==> src/rtl/touch_irq_pkg.sv <==
package touch_irq_pkg;
  localparam int REG_W  = 32;
  localparam int SMP_W  = 16;
  localparam int ST_W   = 5;

  localparam logic [1:0] A_CMP  = 2'd0;
  localparam logic [1:0] A_CTRL = 2'd1;
  localparam logic [1:0] A_STAT = 2'd2;

  // control register bit positions
  localparam int B_DREN = 1;
  localparam int B_FFEN = 2;
  localparam int B_PNEN = 4;
  localparam int B_EDGE = 5;
  localparam int B_POL  = 6;
  localparam int B_PUEN = 10;

  // status flag positions
  localparam int S_PEN = 0;
  localparam int S_CMP = 1;
  localparam int S_UP  = 2;
  localparam int S_FF  = 3;
  localparam int S_DR  = 4;

  localparam logic [1:0] SEL_NONE = 2'b00;

  typedef struct packed {
    logic             dir;
    logic [1:0]       sel;
    logic [SMP_W-1:0] thr;
  } cmp_cfg_t;

  typedef struct packed {
    logic pu_en;
    logic pol;
    logic edge_md;
    logic pen_en;
    logic ff_en;
    logic dr_en;
  } ctrl_cfg_t;

  // strict inequality; equality never triggers
  function automatic logic cmp_hit_f(input logic dir,
                                     input logic [SMP_W-1:0] smp,
                                     input logic [SMP_W-1:0] thr);
    if (dir) return smp > thr;
    else     return thr > smp;
  endfunction
endpackage

==> src/rtl/touch_pen_cond.sv <==
module touch_pen_cond #(
  parameter int SYNC_STAGES = 2
) (
  input  logic clk,
  input  logic rst_n,
  input  logic pen_async,
  input  logic pol,
  input  logic edge_md,
  output logic level_act,
  output logic edge_act,
  output logic pen_evt
);
  localparam int TOP = SYNC_STAGES - 1;

  logic [SYNC_STAGES-1:0] sync_q;
  logic                   prev_q;

  generate
    for (genvar i = 0; i < SYNC_STAGES; i++) begin : g_sync
      if (i == 0) begin : g_first
        always_ff @(posedge clk or negedge rst_n)
          if (!rst_n) sync_q[0] <= 1'b0;
          else        sync_q[0] <= pen_async;
      end else begin : g_next
        always_ff @(posedge clk or negedge rst_n)
          if (!rst_n) sync_q[i] <= 1'b0;
          else        sync_q[i] <= sync_q[i-1];
      end
    end
  endgenerate

  always_ff @(posedge clk or negedge rst_n)
    if (!rst_n) prev_q <= 1'b0;
    else        prev_q <= sync_q[TOP];

  assign level_act = (sync_q[TOP] == pol);
  assign edge_act  = level_act && (prev_q != pol);
  assign pen_evt   = edge_md ? edge_act : level_act;


  no_double_edge_chk: assert property (@(posedge clk) disable iff (!rst_n)
    edge_act |=> (!edge_act || (pol != $past(pol))));
endmodule

==> src/rtl/touch_cmp.sv <==
module touch_cmp
  import touch_irq_pkg::*;
(
  input  logic             clk,
  input  logic             rst_n,
  input  logic             smp_valid,
  input  logic [1:0]       smp_chan,
  input  logic [SMP_W-1:0] smp_data,
  input  cmp_cfg_t         cfg,
  output logic             cmp_evt
);
  logic chan_match;

  assign chan_match = (cfg.sel != SEL_NONE) && (smp_chan == cfg.sel);
  assign cmp_evt    = smp_valid && chan_match && cmp_hit_f(cfg.dir, smp_data, cfg.thr);


  equal_never_chk: assert property (@(posedge clk) disable iff (!rst_n)
    (smp_data == cfg.thr) |-> !cmp_evt);

  no_sel_chk: assert property (@(posedge clk) disable iff (!rst_n)
    (cfg.sel == SEL_NONE) |-> !cmp_evt);
endmodule

==> src/rtl/touch_regs.sv <==
module touch_regs
  import touch_irq_pkg::*;
(
  input  logic             clk,
  input  logic             rst_n,
  input  logic             reg_we,
  input  logic [1:0]       reg_addr,
  input  logic [REG_W-1:0] reg_wdata,
  output logic [REG_W-1:0] reg_rdata,
  input  logic             pen_evt,
  input  logic             cmp_evt,
  input  logic             up_evt,
  input  logic             ff_evt,
  input  logic             dr_evt,
  output cmp_cfg_t         cmp_cfg,
  output ctrl_cfg_t        ctrl,
  output logic [ST_W-1:0]  status
);
  localparam int CMP_W = $bits(cmp_cfg_t);

  logic [ST_W-1:0] set_v, clr_v;
  logic            st_clr_wr;
  logic            unused_wbits;

  assign unused_wbits = ^reg_wdata[REG_W-1:CMP_W];

  always_comb begin
    set_v        = '0;
    set_v[S_PEN] = pen_evt & ctrl.pen_en;
    set_v[S_CMP] = cmp_evt;
    set_v[S_UP]  = up_evt  & ctrl.pu_en;
    set_v[S_FF]  = ff_evt  & ctrl.ff_en;
    set_v[S_DR]  = dr_evt  & ctrl.dr_en;
  end

  assign st_clr_wr = reg_we && (reg_addr == A_STAT);
  assign clr_v     = st_clr_wr ? reg_wdata[ST_W-1:0] : '0;

  always_ff @(posedge clk or negedge rst_n) begin
    if (!rst_n) begin
      cmp_cfg <= '0;
      ctrl    <= '0;
      status  <= '0;
    end else begin
      if (reg_we && reg_addr == A_CMP)
        cmp_cfg <= reg_wdata[CMP_W-1:0];
      if (reg_we && reg_addr == A_CTRL) begin
        ctrl.pu_en   <= reg_wdata[B_PUEN];
        ctrl.pol     <= reg_wdata[B_POL];
        ctrl.edge_md <= reg_wdata[B_EDGE];
        ctrl.pen_en  <= reg_wdata[B_PNEN];
        ctrl.ff_en   <= reg_wdata[B_FFEN];
        ctrl.dr_en   <= reg_wdata[B_DREN];
      end
      status <= (status & ~clr_v) | set_v;
    end
  end

  always_comb begin
    reg_rdata = '0;
    case (reg_addr)
      A_CMP:  reg_rdata[CMP_W-1:0] = cmp_cfg;
      A_CTRL: begin
        reg_rdata[B_PUEN] = ctrl.pu_en;
        reg_rdata[B_POL]  = ctrl.pol;
        reg_rdata[B_EDGE] = ctrl.edge_md;
        reg_rdata[B_PNEN] = ctrl.pen_en;
        reg_rdata[B_FFEN] = ctrl.ff_en;
        reg_rdata[B_DREN] = ctrl.dr_en;
      end
      A_STAT: reg_rdata[ST_W-1:0] = status;
      default: reg_rdata = '0;
    endcase
  end


  sticky_hold_chk: assert property (@(posedge clk) disable iff (!rst_n)
    !st_clr_wr |=> ((status & $past(status)) == $past(status)));

  set_wins_chk: assert property (@(posedge clk) disable iff (!rst_n)
    (|set_v) |=> ((status & $past(set_v)) == $past(set_v)));

  no_up_when_off_chk: assert property (@(posedge clk) disable iff (!rst_n)
    (!ctrl.pu_en && !status[S_UP]) |=> !status[S_UP]);
endmodule

==> src/rtl/touch_event_irq.sv <==
module touch_event_irq
  import touch_irq_pkg::*;
(
  input  logic             clk,
  input  logic             rst_n,
  input  logic             reg_we,
  input  logic [1:0]       reg_addr,
  input  logic [REG_W-1:0] reg_wdata,
  output logic [REG_W-1:0] reg_rdata,
  input  logic             smp_valid,
  input  logic [1:0]       smp_chan,
  input  logic [SMP_W-1:0] smp_data,
  input  logic             pen_async,
  input  logic             pen_up_evt,
  input  logic             fifo_full_evt,
  input  logic             data_rdy_evt,
  output logic             touch_irq,
  output logic             pendata_irq
);
  cmp_cfg_t        cmp_cfg;
  ctrl_cfg_t       ctrl;
  logic [ST_W-1:0] status;
  logic            cmp_evt, pen_evt, pen_level, pen_edge;

  touch_pen_cond #(.SYNC_STAGES(2)) u_pen (
    .clk(clk), .rst_n(rst_n), .pen_async(pen_async),
    .pol(ctrl.pol), .edge_md(ctrl.edge_md),
    .level_act(pen_level), .edge_act(pen_edge), .pen_evt(pen_evt)
  );

  touch_cmp u_cmp (
    .clk(clk), .rst_n(rst_n), .smp_valid(smp_valid), .smp_chan(smp_chan),
    .smp_data(smp_data), .cfg(cmp_cfg), .cmp_evt(cmp_evt)
  );

  touch_regs u_regs (
    .clk(clk), .rst_n(rst_n), .reg_we(reg_we), .reg_addr(reg_addr),
    .reg_wdata(reg_wdata), .reg_rdata(reg_rdata),
    .pen_evt(pen_evt), .cmp_evt(cmp_evt), .up_evt(pen_up_evt),
    .ff_evt(fifo_full_evt), .dr_evt(data_rdy_evt),
    .cmp_cfg(cmp_cfg), .ctrl(ctrl), .status(status)
  );

  assign touch_irq   = status[S_PEN] & ctrl.pen_en;
  assign pendata_irq = (status[S_CMP] & (cmp_cfg.sel != SEL_NONE))
                     | (status[S_UP]  & ctrl.pu_en)
                     | (status[S_FF]  & ctrl.ff_en)
                     | (status[S_DR]  & ctrl.dr_en);


  edge_is_level_chk: assert property (@(posedge clk) disable iff (!rst_n)
    pen_edge |-> pen_level);
endmodule

==> config.mk <==
export PLATFORM = sky130hd
export DESIGN_NAME = touch_event_irq
export DESIGN_NICKNAME = d
export VERILOG_FILES = /design/src/rtl/touch_irq_pkg.sv /design/src/rtl/touch_pen_cond.sv /design/src/rtl/touch_cmp.sv /design/src/rtl/touch_regs.sv /design/src/rtl/touch_event_irq.sv
export SDC_FILE = /design/constraint.sdc
export NUM_CORES = 1
export LEC_CHECK = 0
export BUFFER_PORTS_ARGS = -buffer_cell sky130_fd_sc_hd__buf_2
export CAP_MARGIN = 10
export CORE_MARGIN = 2
export CORE_UTILIZATION = 48
export CTS_BUF_LIST = sky130_fd_sc_hd__clkbuf_2
export DETAILED_ROUTE_END_ITERATION = 8
export PLACE_DENSITY = 0.82
export SYNTH_ARGS = -nofsm -noshare
export SYNTH_HDL_FRONTEND = slang
export SYNTH_SLANG_ARGS = --single-unit
==> constraint.sdc <==
create_clock -name clk -period 1.8 [get_ports clk]
set_input_delay 0.36 -clock clk [delete_from_list [all_inputs] [get_ports clk]]
set_output_delay 0.36 -clock clk [all_outputs]
set_load 0.005 [all_outputs]
; ---- After elaboration in Yosys (flattened, before gate mapping)
; Cells that the tools add are included.
[classes]
order_cmp = 2
n_eq_ne = 5
mux = 11
bitwise = 15
n_reduce_logical = 9
[op_table]
columns = operator, count
row1 = > comparator 16 bit, 2
row2 = bitwise AND 1 bit, 9
row3 = two-way mux 8 bit, 1
row4 = logical AND 1 bit, 7
row5 = case mux 1 bit (2 select lines), 3
row6 = case mux 2 bit (3 select lines), 1
row7 = bitwise AND 5 bit, 1
row8 = two-way mux 5 bit, 1
row9 = inverter 5 bit, 1
row10 = bitwise OR 5 bit, 1
row11 = case mux 2 bit (2 select lines), 1
row12 = two-way mux 3 bit, 1
row13 = bitwise OR 1 bit, 3
row14 = case mux 1 bit (3 select lines), 1
row15 = "equality test 2 x 1 -> 1 bit, second input constant", 1
row16 = equality test 2 bit, 1
row17 = "equality test 2 bit, second input constant", 1
row18 = zero test 2 bit, 1
row19 = two-way mux 1 bit, 2
row20 = nonzero test 2 bit, 1
row21 = equality test 1 bit, 1
row22 = != test 1 bit, 1
[word_totals]
reg_bits = 33
inputBits = 60
out_inout_bits = 34
elab_cells = 55

; ---- Longest topological paths before layout
; Gate-level depths: netlist (run 1).
[logic_depth]
word_depth = 6
ltp_mapped = 7
ltp_nobuf = 7

; ---- Cells and area by module
; Synthesis (run 1) repeated with hierarchy kept, for this count alone.
[unflattened]
hier_cells = 192
hier_area_um2 = 2123.3
[modules_own_cells]
columns = mod, n_inst, cells_per_inst, area_per_inst_um2, seq_area_each_um2
row1 = touch_regs, 1, 117, 1531.5, 750.7
row2 = touch_cmp, 1, 62, 450.4, 0.0
row3 = touch_pen_cond, 1, 9, 116.4, 75.1
row4 = touch_event_irq, 1, 4, 25.0, 0.0

; ---- Worst setup path after synthesis (run 1)
; Ideal clock, no wire load.
[synth_timing]
path_type = in2reg
startpoint = input smp_data[11]
endpoint = register u_regs.status[1]
setup_time_ns = 0.079
arrival_ns = 1.514
t_required_ns = 1.721
setup_slack_ns = 0.206
cell_stages = 6
n_path_buf = 0
path_cell_list = ha_1 -> a21oi_1 -> o21a_1 -> o2bb2ai_1 -> nor4_1 -> mux2i_1
[synth_between]
elab_chain_len = 4
word_cells_on_any_way = 5
cone_classes = order compare: 2 / mux: 1 / bitwise: 1 / reduce/logical: 1
[synth_lines]
columns = element, line_no
row1 = from (decl), touch_event_irq.sv:12  ; input logic [SMP_W-1:0] smp_data,
row2 = "> comparator 16 bit, on equally long branches", "touch_irq_pkg.sv:47, touch_irq_pkg.sv:46"
row3 = two-way mux 1 bit *, touch_irq_pkg.sv:46  ; if (dir) return smp > thr;
row4 = logical AND 1 bit *, touch_cmp.sv:15  ; assign cmp_evt = smp_valid && chan_match && cmp_hit_f(cfg.dir, smp_data, cfg.thr);
row5 = bitwise OR 5 bit *, touch_regs.sv:55  ; status <= (status & ~clr_v) | set_v;
row6 = to (signal assigned), touch_regs.sv:55
row7 = to (decl), touch_regs.sv:17  ; output logic [ST_W-1:0] status
; Mark *: on every way between the ends. The rest lies on a longest branch, timed or not.
; A chain may end at the register's enable or synchronous reset.

; ---- Worst setup path after layout (run 1)
[layout_timing]
startpoint = register u_regs.ctrl[1] (netlist name)
endpoint = output pendata_irq
[layout_between]
elab_chain_len = 3
[layout_lines]
columns = element, line_no
row1 = bitwise AND 1 bit, touch_event_irq.sv:47  ; | (status[S_FF] & ctrl.ff_en)
row2 = bitwise OR 1 bit, touch_event_irq.sv:47
row3 = bitwise OR 1 bit, touch_event_irq.sv:48  ; | (status[S_DR] & ctrl.dr_en);
row4 = to (decl), touch_event_irq.sv:18  ; output logic pendata_irq
; No other way between the ends.

==> results list, run 1 <==
* Synthesized area: 2016 um2
* Number of cells produced by synthesis: 213
- In this run the power density over the cells is 796.7 nW/um2.
- Of the total power, the share spent switching nets is 0.3473.
- Antenna cell count: 0
- Of the total synthesized cell area, the portion taken by full adders, half adders and majority gates is 0.09932.
- Across the VDD grid, the largest voltage drop is 0.0003879 V.
- Post-route antenna net violation count: 0
- Final critical path time including I/O delays and setup: 1.733 ns
- Yosys printed 0 warnings.
- Routed Wire Length: 4581 um
- Clock Tree Root: clkbuf_2
- CTS H-tree depth: 2
- After synthesis the netlist holds a flip-flop and latch count of 33.
- The tightest min-delay check is of the in2reg type.
* Maxcap violations: 0
- Rows: 23
- Of the total synthesized cell area, the portion taken by AND, OR, NAND and NOR gates is 0.1657.
- Die extent in y: 68.80 um
* Clock Skew: 0.02932 ns
* Top FF cell, synth: dfrtp_1
- Setup Crit Path Kind: reg2out
* Initial Util: 0.5003
* Endpoints failing setup: 0
* Power dissipated by switching net loads: 681.3 uW
- Power comes to 1.962 mW.
* Detailed Route Iter0 Violations: 73
* Largest family of logic cells by synthesized area: simple AND/OR/NAND/NOR gates
- Number of clock sinks: 33
- Number of hold violations in the final report: 0
* Result of the run: finished, final reports clean
* Setup TNS after final layout: 0 ns
- Count of port buffers added during placement: 67
- The initial antenna violation count came to 0.
- Synthesized-area fraction occupied by ao, oa, aoi and oai cells: 0.1241
* Post-CTS clock slew at the launch and capture registers of the worst setup and hold paths: 0.18 ns
* Total number of vias: 1721
- Share of total power in sequential cells: 0.491
* CTS tree: done
* Combinational fraction of design power: 0.333
- Final RePlAce weighted congestion: 0.8024
* Total global routing overflow: 0
* Latest clock arrival within the worst-skew pair: 0.39 ns
- The first global-routing pass estimated 6651 um of wire.
- Entering global routing, the biggest net connects 34 pins.
* Core Footprint: 4029 um2
* Nets: 360
- Across every metal layer, demand over resource in global routing totals 0.1949.
- Power share of the clock group: 0.175
- In the final layout, the share of cells above drive strength 1 is 0.3134.
- Static leakage: 1.247 nW
* Fraction of synthesized cell area in xor and xnor cells: 0.004345
- Internal power summed over all cells: 1.280 mW
- Register area share after synthesis: 0.4097
- Highest clock rate: 0.5770 GHz
- Critical path endpoint category: primary output
- Of the available clock period, the critical path in the final layout requires 0.9628.
* Distinct cell type count after synthesis: 37
- DRC violation count after routing: 0
- Average vias per placed instance: 5.153
- Number of buffers on the longest clock path: 2
- Final worst slack: 0.06704 ns
* Setup repair after global routing missed its margin: yes
* Setup crit start kind: flop
* Top-level I/O count: 94
- Via count of the first global-routing pass: 1506
- Summed over all nets, the half-perimeter wirelength after detailed placement is 3449 um.
- Die X-Extent: 68.80 um
- A synthesized cell averages 9.463 um2.
* Fraction of registers with async set or reset after synthesis: 1.000
* Arrival time worst endpoint: 1.37 ns
* Minimum setup slack after placement: -0.05060 ns
* Fin. max-slew vios: 0
* Layout Area Growth over Synthesis: 22.16%
* Critical path required time: 1.44 ns
- Routed len/inst: 13.72 um
- For this run, the detailed router's first-pass iteration total came to 4.
* Number of flops mapped to enable cells by yosys: 0
* Mux share of post-synthesis cell area: 0.09497
- Number of buffers added by the clock tree synthesis step: 5
- Maximum fanout along the worst path: 3
- The floorplan step defined a die boundary enclosing 4733 um2.
-- repair_timing --
item,CTS,global route
resized for setup,0,8
hold buffers,1,0
endpoints found under the hold margin,33,0
setup endpoints to repair,0,2
setup buffers,0,1
-- synth_stat cells (2+ instances only) --
| master | number | area (um2) |
|---|---|---|
| dfrtp_1 | 33 | 825.8 |
| mux2_1 | 9 | 101.4 |
| clkbuf_1 | 2 | 7.510 |
| and2_1 | 5 | 31.28 |
| nand2_1 | 32 | 120.1 |
| o21ai_0 | 2 | 10.01 |
| a21oi_1 | 6 | 30.03 |
| nor2_1 | 7 | 26.28 |
| nor2b_1 | 3 | 18.77 |
| buf_2 | 5 | 25.02 |
| mux2i_1 | 9 | 90.09 |
| ha_1 | 16 | 200.2 |
| buf_4 | 14 | 105.1 |
| inv_1 | 17 | 63.81 |
| a22o_1 | 4 | 35.03 |
| o21ai_1 | 20 | 100.1 |
| nor3_1 | 9 | 45.04 |
-- flip-flops by register name, indices dropped and copies added (netlist names) --
name and count:
u_regs.status 5, u_regs.ctrl 6, u_pen.sync_q 2, u_pen.prev_q 1, u_regs.cmp_cfg 19
-- cell usage in the layout (no fill, tap or decap), drive strengths merged, types with 2 or more instances in the layout --
cell type,n
a21oi,6
a22o,4
and2,5
buf,72
clkbuf,6
conb,13
dfrtp,33
ha,16
inv,17
mux2,9
mux2i,9
nand2,32
nand4,2
nor2,7
nor2b,4
nor3,9
nor4,2
o21ai,22
-- layout make-up --
| class | instances | area [um2] |
|---|---|---|
| clock inverter | 1 | 3.754 |
| sequential | 33 | 825.8 |
| tap | 50 | 62.56 |
| fill | 384 | 1567 |
| inverter | 17 | 63.81 |
| multi-input combinational | 154 | 1094 |
| timing repair buffer | 73 | 382.9 |
| clock buffer | 6 | 30.03 |
-- power groups by stage --
stage	registers [mW]	logic, mW	clock network, mW
2_1_floorplan	0.949	0.427	0
3_3_place_gp	0.971	0.584	0
5_1_grt	0.978	0.739	0.379
6_report	0.964	0.654	0.344
4_1_cts	0.963	0.610	0.346
3_5_place_dp	0.978	0.605	0
-- cell families (layout without fill, tap and decap cells) --
| group | count (synthesis) | after routing |
|---|---|---|
| buffers and inverters | 38 | 97 |
| other | 1 | 13 |
| AND/OR/NAND/NOR | 65 | 65 |
| adder cells (fa/ha/maj) | 16 | 16 |
| XOR/XNOR | 1 | 1 |
| flip-flops | 33 | 33 |
| AO/OA/AOI/OAI | 41 | 41 |
| multiplexers | 18 | 18 |
-- critical path, stage by stage, from the launching register on --
cell and delay (ns):
dfrtp_1 0.44, a222oi_1 0.34, nand2_1 0.08, buf_2 0.13
-- worst paths after layout --
| kind | start | endpoint | slack [ns] | depth (start not counted) |
|---|---|---|---|---|
| min reg2reg | u_pen.sync_q[0] | u_pen.sync_q[1] | 0.37 | 0 |
| max in group asynchronous | rst_n | u_regs.cmp_cfg[18] | 0.99 | 3 |
| min | pen_async | u_pen.sync_q[0] | 0.08 | 1 |
| max | u_regs.ctrl[1] | pendata_irq | 0.07 | 3 |
| max reg2reg | u_regs.cmp_cfg[13] | u_regs.status[1] | 0.11 | 7 |
| min in group asynchronous | rst_n | u_regs.status[0] | 0.49 | 3 |
-- layer usage --
metal  share of wire  track usage
met5               0            0
met4           0.013      0.07353
met3           0.049      0.04708
met2            0.49       0.3233
met1            0.44       0.2456
-- per-stage QoR --
step,area (um2),utilization,std cells,hold WS [ns]
4_1_cts,2395,0.5944,333,0.06851
2_1_floorplan,2061,-,225,0.06441
6_report,2462,0.6112,334,0.08107
3_3_place_gp,2351,0.5835,325,0.3351
5_1_grt,2462,0.6112,334,0.05397
3_5_place_dp,2351,0.5835,325,0.3397
Note: power is estimated with default switching activity, not from simulation.
==> run 2: changes to the inputs <==
--- a/config.mk
+++ b/config.mk
@@ -7,11 +7,13 @@
 export LEC_CHECK = 0
 export BUFFER_PORTS_ARGS = -buffer_cell sky130_fd_sc_hd__buf_2
 export CAP_MARGIN = 10
+export CELL_PAD_IN_SITES_DETAIL_PLACEMENT = 0
+export CELL_PAD_IN_SITES_GLOBAL_PLACEMENT = 2
 export CORE_MARGIN = 2
-export CORE_UTILIZATION = 48
+export CORE_UTILIZATION = 27
 export CTS_BUF_LIST = sky130_fd_sc_hd__clkbuf_2
 export DETAILED_ROUTE_END_ITERATION = 8
-export PLACE_DENSITY = 0.82
+export PLACE_DENSITY_LB_ADDON = 0.1
 export SYNTH_ARGS = -nofsm -noshare
 export SYNTH_HDL_FRONTEND = slang
 export SYNTH_SLANG_ARGS = --single-unit
==> results list, run 2 (synthesis results as in run 1) <==
- The run finished with clean final reports.
- Clock Skew: 0.01279 ns (-0.01653 ns)
- Die Footprint: 8173 um2 (+73%)
* Endpoints failing setup: 0 (unchanged)
- The number of global-route vias before repair was 1717 (+14%).
* Initial Util: 0.2779 (-0.2224)
* Latest clock arrival within the worst-skew pair: 0.37 ns (-0.02 ns)
- The width of the die was 90.41 um (+31%).
- The count of unresolved DRC violations after routing was 0 (unchanged).
- Sink of the worst hold path: u_pen.sync_q[0]
- The worst vdd rail ir drop is 0.0003679 V (-5.1%).
* Cell depth of the worst min-delay path: 1 (unchanged)
* Final critical path time including I/O delays and setup: 1.734 ns (+0.0009375 ns)
- The average vias per placed instance came to 4.322 (-16%).
- STA classifies the critical path startpoint as a flop.
- Number of buffers on the longest clock path: 2 (unchanged)
* Global-route wire length before repair: 8480 um (+27%)
- The count of port buffers added during placement is 67 (unchanged).
- The total congestion overflow is 0 (unchanged).
- Number of detailed-route iterations in the first pass: 4 (unchanged)
- The portion of the clock cycle consumed by the worst path in the final layout came to 0.9633 (about the same).
- The library cell used most frequently in the layout, excluding fill and tap cells, is buf_2.
- Number of clock sinks: 33 (unchanged)
- Pin count of the biggest net entering global routing: 23 (-32%)
* Number of hold violations in the final report: 0 (unchanged)
- The number of primary I/O pins was 94 (unchanged).
- The antenna cell count is 0 (unchanged).
- The largest registers in the layout are u_regs.cmp_cfg (19), u_regs.ctrl (6), u_regs.status (5).
* Power Dens Cells: 816.4 nW/um2 (+2.5%)
- The slack of the worst reg-to-reg path is 0.11 ns (about the same).
* R2r startpoint: u_regs.cmp_cfg[5]
* Nets: 371 (+3.1%)
* Detailed Route Iter0 Violations: 42 (-42%)
- The tree is rooted in a clkbuf_2.
* Rows: 31 (+35%)
* Most frequent cells in the layout: 67 x buf_2, 33 x dfrtp_1, 31 x nand2_1
* Fillers: 784 (+100%)
* Final RePlAce weighted congestion: 0.6999 (-13%)
- The area of the core is 7253 um2 (+80%).
* Path class of the lowest-slack min-delay path: in2reg
- The total routed wirelength was 5333 um (+16%).
- The number of levels the H-tree was split into was 2 (unchanged).
* Cell area after placement: 2485 um2 (+5.7%)
- Critical path required time: 1.44 ns (about the same)
- The max-cap violation count came to 0 (unchanged).
- Capturing point of the worst reg2reg path: u_regs.status[1]
* Total power: 2.213 mW (+13%)
* Routed len/inst: 13.50 um (-1.6%)
* Setup repair after global routing missed its margin: yes
- The number of pins exceeding their max-slew limit in the final report was 0 (unchanged).
- Post-route antenna net violation count: 0 (unchanged)
* Maximum fanout along the worst path: 3 (unchanged)
* Final HPWL DP: 4107 um (+19%)
- Cell count of the worst reg-to-reg path: 7 (unchanged)
- Total number of vias: 1707 (-0.81%)
* Die extent in y: 90.41 um (+31%)
- Layout Area Growth over Synthesis: 34.45%
* Final design area excluding fillers: 2710 um2 (+10%)
* Number of antenna violations at the first check in global routing: 0 (unchanged)
* Post-CTS clock slew at the launch and capture registers of the worst setup and hold paths: 0.18 ns (about the same)
- In this run the most critical hold path is launched from pen_async.
- The standby leakage power is 1.315 nW (+5.5%).
* Largest register FFs: 19 (unchanged)
* CTS tree: done
- Setup Crit Path Kind: reg2out
* Critical path endpoint category: primary output
- The number of CTS-inserted buffers was 5 (unchanged).
- The signal arrival time at the worst endpoint is 1.37 ns (about the same).
- Share of final-layout standard cells stronger than drive strength 1: 0.3682 (+0.05486)
- Overall Global Routing Usage: 0.1332 (-0.06167)
- Biggest register: u_regs.cmp_cfg
- Highest clock rate: 0.5767 GHz (about the same)
[run 2: report_power, final]
group	leakage [nW]	switching, mW	internal [mW]	total, mW
sequential	0.390	0.0976	0.870	0.968
clock	0.0406	0.265	0.237	0.502
combinational	0.885	0.362	0.381	0.743
[run 2: repair_timing]
item | CTS | global route
buffers inserted | 0 | 4
resized for setup | 0 | 16
hold endpoints to repair | 17 | 0
hold buffers | 1 | 0
endpoints found under the setup margin | 0 | 2
[run 2: how the worst max path moves through the flow]
stage                                   from                to  slack, ns  cells past startpoint
after detailed placement        smp_data[11]  u_regs.status[1]      -0.11                      7
final                       u_regs.status[3]       pendata_irq       0.07                      3
after floorplan                 smp_data[11]  u_regs.status[1]       0.21                      6
after CTS                 u_regs.cmp_cfg[15]  u_regs.status[1]      0.003                      7
after global routing        u_regs.status[3]       pendata_irq      -0.07                      3
after global placement          smp_data[11]  u_regs.status[1]      -0.07                      7
[run 2: final cells by class]
class,count,area (um2),area share
Clock inverter,2,33.78,0.01247
Inverter,17,63.81,0.02355
Tap cell,99,123.9,0.04571
Timing Repair Buffer,84,478.0,0.1764
Sequential cell,33,825.8,0.3047
Multi-Input combinational cell,154,1155,0.4261
Clock buffer,6,30.03,0.01108
[run 2: routing by layer]
metal / share of wire / track usage / up-vias
met2: 0.46 / 0.2130 / 41
met4: 0.013 / 0.04231 / 0
li1: - / - / 876
met3: 0.037 / 0.02838 / 8
met5: 0 / 0 / -
met1: 0.49 / 0.1803 / 782
[run 2: stage by stage]
stage          cells  setup slack, ns   TNS, ns  hold WS [ns]    util
4_1_cts          391         0.003293         0       0.04432  0.3528
3_3_place_gp     382         -0.06892  -0.06892        0.3357  0.3426
2_1_floorplan    225           0.2061         0       0.06441       -
5_1_grt          395         -0.07061  -0.08022       0.02148  0.3736
6_report         395          0.06610         0       0.07646  0.3736
3_5_place_dp     382          -0.1083   -0.1083        0.3394  0.3426
[run 2: critical path: stages (launching register included)]
cell      delay (ns)
dfrtp_1         0.45
a222oi_1        0.34
nand2_1         0.09
buf_2           0.13
